## config.mk

```make
export PLATFORM = sky130hd
export DESIGN_NAME = lpc_hdr_decode
export DESIGN_NICKNAME = d
export VERILOG_FILES = /design/src/rtl/lpc_hdr_decode.sv
export SDC_FILE = /design/constraint.sdc
export NUM_CORES = 1
export LEC_CHECK = 0
export BUFFER_PORTS_ARGS = -buffer_cell sky130_fd_sc_hd__buf_2
export CAP_MARGIN = 5
export CORE_MARGIN = 3
export CORE_UTILIZATION = 48
export CTS_CLUSTER_SIZE = 14
export DETAILED_ROUTE_END_ITERATION = 8
export GPL_ROUTABILITY_DRIVEN = 0
export GPL_TIMING_DRIVEN = 1
export PLACE_DENSITY = 0.74
export SLEW_MARGIN = 20
export SYNTH_ARGS = -nofsm -noshare
export SYNTH_HDL_FRONTEND = slang
export SYNTH_SLANG_ARGS = --single-unit
```

## constraint.sdc

```tcl
create_clock -name clk -period 1.3 [get_ports clk]
set_input_delay 0.13 -clock clk [delete_from_list [all_inputs] [get_ports clk]]
set_output_delay 0.13 -clock clk [all_outputs]
set_load 0.02 [all_outputs]
```

## src/rtl/lpc_hdr_decode.sv

```systemverilog
module lpc_hdr_decode #(
  parameter int NIB_W     = 4,
  parameter int ADDR_NIBS = 8,
  parameter int LOC_W     = 24,
  parameter int ID_W      = 4
) (
  input  logic             clk,
  input  logic             rst_n,
  input  logic             frame_n,
  input  logic [NIB_W-1:0] lad_in,
  input  logic [ID_W-1:0]  strap_id,
  output logic             req_valid,
  output logic             req_write,
  output logic [LOC_W-1:0] req_addr,
  output logic             req_array,
  output logic             standby,
  output logic             lad_oe
);
  localparam int CNT_W = $clog2(ADDR_NIBS);
  localparam int SH_W  = LOC_W - NIB_W;
  localparam logic [CNT_W-1:0] LAST = CNT_W'(ADDR_NIBS - 1);

  typedef enum logic [1:0] {S_IDLE, S_START, S_ADDR} state_t;

  state_t           st;
  logic             start_ok;
  logic             dir;
  logic [CNT_W-1:0] cnt;
  logic [SH_W-1:0]  shreg;
  logic [LOC_W-1:0] full;
  logic             id_hit;

  assign full    = {shreg, lad_in};
  assign id_hit  = full[LOC_W-2 -: ID_W] == ~strap_id;
  assign standby = (st == S_IDLE);
  assign lad_oe  = 1'b0;

  always_ff @(posedge clk) begin
    if (!rst_n) begin
      st        <= S_IDLE;
      start_ok  <= 1'b0;
      dir       <= 1'b0;
      cnt       <= '0;
      shreg     <= '0;
      req_valid <= 1'b0;
      req_write <= 1'b0;
      req_addr  <= '0;
      req_array <= 1'b0;
    end else begin
      req_valid <= 1'b0;
      if (!frame_n) begin
        st       <= S_START;
        start_ok <= (lad_in == '0);
      end else begin
        case (st)
          S_START: begin
            if (start_ok && lad_in[3:2] == 2'b01) begin
              st  <= S_ADDR;
              dir <= lad_in[1];
              cnt <= '0;
            end else begin
              st <= S_IDLE;
            end
          end
          S_ADDR: begin
            shreg <= full[SH_W-1:0];
            cnt   <= cnt + 1'b1;
            if (cnt == LAST) begin
              st <= S_IDLE;
              if (id_hit) begin
                req_valid <= 1'b1;
                req_write <= dir;
                req_addr  <= full;
                req_array <= full[LOC_W-1];
              end
            end
          end
          default: st <= S_IDLE;
        endcase
      end
    end
  end
endmodule


```

Word-level counts from Yosys, hierarchy flattened --
Cells that the tools add are included.
Storage, ports and cells: register bits 54, bits in latches 0, memory bits (writable) 0, memory bits (read-only) 0, bits of input ports 11, output and inout port bits 29, memories 0
Cells by class: add/sub/neg operators 1, $mul 0, div/mod/pow operators 0, magnitude comparators 0, equal/unequal tests 8, shift operators 0, mux-type cells 7, bitwise logic cells 1, reductions and logical operators 10
Operators with widths (number):
- 4-bit AND reduction | 2
- 3-bit case mux with 2 select lines | 1
- 3-bit AND reduction | 2
- 2-bit by 1-bit == test with 1-bit output, second input constant | 2
- 4-bit == test | 1
- 4-bit logical NOT | 1
- 2-bit 2-to-1 mux | 2
- 2-bit inequality test, second input constant | 2
- 4-bit inverter | 1
- 2-bit case mux with 2 select lines | 1
- 2-bit AND reduction | 2
- 3-bit by 1-bit adder with 3-bit output, second input constant | 1
- 3-bit == test, second input constant | 1
- 3-bit 2-to-1 mux | 1
- 3-bit inequality test, second input constant | 1
- 2-bit == test, second input constant | 1
- 2-bit logical NOT | 1
- 1-bit 2-to-1 mux | 2
- 2-bit nonzero test | 1
- 1-bit logical AND | 1

Longest topological paths before layout --
depth after elaboration 5, gate-level depth with buffers 7, depth with buffers taken out 5

Worst setup path before layout --
No wires, ideal clock.
path type register to register, start register cnt[0], end register req_addr[19], library setup time 0.070 ns, arrival 1.333 ns, data required time 1.230 ns, slack -0.103 ns, stages on the path, launching flop included 8, cells stage by stage dfxtp_1 > ha_1 > ha_1 > and2_1 > clkbuf_1 > buf_2 > nand3_1 > a21oi_1
On the way: word-level cells in the longest chain between the ends 2
RTL lines:
- start, declared | line 28 | logic [CNT_W-1:0] cnt;
- start signal, assigned | line 67 | cnt <= cnt + 1'b1;
- 3-bit == test | line 68 | if (cnt == LAST) begin
- 4-bit AND reduction (no source line)
- end signal, assigned | line 73 | req_addr <= full;
- end, declared | line 14 | output logic [LOC_W-1:0] req_addr,
Every way passes these cells. A chain may end at the register's enable or synchronous reset.

Final worst setup path --
start register cnt[1], end register req_addr[14]
The elaborated chain is that of the path after synthesis.

==> run summary <==
Outcome: complete, but fails checks
Violated checks: setup timing
Starting DRT DRC Count: 156
Worst reg2reg path depth: 6
Top-count cell post-synth: dfxtp_1
Clock latency reported for the late side of the worst-skew pair: 0.30 ns
Final-layout worst hold slack: 0.09736 ns
Count of warnings emitted by yosys: 0
Average size of a mapped cell: 8.188 sq um
ANT nets after route: 0
Sum of internal, switching and leakage power: 2.769 mW
CP max stage delay: 0.36 ns
Global route overflow: 0
Unique masters post-synth: 27
Max_cap viols: 0
Cell area after layout: 2903 sq um
Total of fill cells in the finished design: 281
Ratio of cells with drive above 1 in the final layout: 0.4319
# port buffers: 38
Post-synth top area share: 0.5183
Hold Path Depth: 3
TritonCTS Buffers: 5
Synth top area cells: dfxtp_1 52%, a21oi_1 11%, nand2_1 8.3%
Post-layout min period: 1.375 ns
Async set or reset register ratio after synthesis: 0
Share of the yosys chip area belonging to registers: 0.5183
Half-perimeter wire length of the detailed placement result: 3290 microns
Global routing usage summed across all routing layers: 0.2022
Fmax achieved: 0.7275 GHz
Placeable core region: 4058 sq um
Type of element launching the critical path: register
Worst min-delay path category: in -> reg
Final Hold Fails: 0
First-pass GRT wire length: 8231 microns
Fin nets: 313
Number of buffers between clock root and the deepest sink: 2
Top cells by count, synth: 53 x dfxtp_1, 47 x a21oi_1, 45 x nand2_1, 29 x o21ai_0, 28 x nand3_1
Instance area at placement: 2384 sq um
CP bufs+invs: 1
Cell at the root of the clock tree: clkbuf_8
Cell occurring most often along the worst timing path: ha_4
Post-synth EDFFs: 0
Worst path cell trace: ha_4 -> ha_4 -> and2_4 -> clkbuf_16 -> nand3_1 -> a21oi_1
CTS tree: built
Number of global-route vias before repair: 1,689
Synthesized area: 2047 sq um
Detailed-route DRC error count: 0
Predominant post-synthesis flop cell: dfxtp_1
Effective utilization at floorplan: 0.5045
Maximum resistive drop on vdd: 0.6602 mV
Via Count: 2,009
Largest net degree at the start of global routing: 28
Die span in y: 71.31 microns
Post-CTS setup buffer count: 0
I/O pin total: 40
Deepest level of the CTS H-tree: 2
Clk pin slew, worst setup/hold paths: 0.10 ns
Number of setup violations in the final report: 15
Antenna violations before repair: 0
Net count after synthesis: 263
Number of cells on the critical path: 6
Type of destination of the critical path: register
Crit Path Category: reg -> reg
Lkg Pwr: 1.077 nW
N_diodes: 0
Area Growth Syn to Fin: 41.81%
Setup slack after layout: -0.07451 ns
Hold-fix buffers, CTS: 0
Power per unit of standard cell area: 953.9 nW/um^2
Final cell utilization of the core: 0.7154
Wire per inst: 16.78 microns
Setup repair after global routing missed its margin: yes
Post-placement setup slack: -0.1108 ns
Instance count of the mapped netlist: 250
Number of pins with negative max-slew slack in the final report: 0
Clock sink count: 53
Highest net fanout along the worst path: 6
Part of the cycle the worst path needs: 1.057
Clock Skews: 0.009590 ns
CP Data Arrival Time: 1.61 ns
Standard-cell row count: 23
Post-detailed-routing wire length: 5889 microns
Horizontal extent of the die: 71.31 microns
DIE AREA: 5084 sq um
Yosys top cell by area: dfxtp_1
Top Family by Delay on Critical Path: flip-flops
Data required time at the worst endpoint: 1.53 ns
#FFs+latches synth: 53
Detailed-router iteration count before antenna repair: 4
Routed vias/inst: 5.724
Critical Path Slowest Stage Cell: dfxtp_2
==> layer usage <==
metal	up-vias	routed length (microns)	global-route usage
met1	964	2502	0.2857
li1	955	-	-
met2	80	2918	0.3092
met4	0	89	0.06472
met3	10	379	0.04348
met5	-	0	0
==> cell type report <==
cell class,instances,area (sq um),area share
Clock inverter,1,8.758,0.003017
Inverter,1,3.754,0.001293
Multi-Input combinational cell,174,1134,0.3905
Clock buffer,7,96.34,0.03319
Tap cell,50,62.56,0.02155
Timing Repair Buffer,65,526.8,0.1815
Sequential cell,53,1071,0.3690
==> worst min-delay path, delay by kind of cell <==
kind                   cells  cell delay, ns
buffers and inverters      1            0.12
AND/OR/NAND/NOR            1            0.06
AO/OA/AOI/OAI              1            0.05
==> where the power goes <==
group	switching, mW	leakage [nW]	internal, mW
Sequential	0.00111	0.431	1.62
Combinational	0.0697	0.591	0.0423
Clock	0.539	0.0549	0.493
==> state kept, by name, indices dropped and copies added (netlist names) <==
name       count
cnt            3
dir            1
req_addr      24
req_valid      1
req_write      1
shreg         20
st             2
start_ok       1
==> through the flow <==
stage | instances | TNS (ns)
after CTS | 346 | -0.009308
after global routing | 351 | -1.674
after detailed placement | 337 | -0.9931
final | 351 | -0.4156
after floorplan | 250 | -0.3782
after global placement | 337 | -0.1260
==> what timing repair did <==
item,CTS,global route
cloned,1,5
resized for setup,21,70
setup endpoints to repair,29,29
pin swaps,6,30
hold endpoints to repair,0,0
==> logic make-up after synthesis <==
family / count (synthesis) / synth area share
AND/OR/NAND/NOR: 89 / 0.1981
flip-flops: 53 / 0.5183
other: 1 / 0.001832
buffers and inverters: 23 / 0.05807
multiplexers: 1 / 0.004890
AO/OA/AOI/OAI: 77 / 0.1895
XOR/XNOR: 4 / 0.01711
adder cells (fa/ha/maj): 2 / 0.01222
==> final timing paths <==
check | end | from | slack [ns]
setup / recovery | req_addr[14]$_SDFFE_PN0P_ | cnt[1]$_SDFFE_PN0P_ | -0.07
hold / removal | req_addr[0]$_SDFFE_PN0P_ | lad_in[0] | 0.1
setup reg to reg | req_addr[14]$_SDFFE_PN0P_ | cnt[1]$_SDFFE_PN0P_ | -0.07
hold reg to reg | req_addr[21]$_SDFFE_PN0P_ | req_addr[21]$_SDFFE_PN0P_ | 0.47
==> cells in the final DEF, fill, tap and decap left out, types with 2 or more instances in the layout <==
cell	n
dfxtp_1	45
nand2_1	44
buf_2	38
a21oi_1	34
nand3_2	17
buf_4	16
o21ai_1	15
a21oi_2	13
o21ai_0	10
nand3_1	9
dfxtp_2	8
clkbuf_8	7
nor2_1	5
xor2_2	4
o21ai_2	4
buf_12	4
clkbuf_16	3
buf_6	3
nand4_1	2
nand3_4	2
ha_4	2
Note: power is estimated with default switching activity, not from simulation.
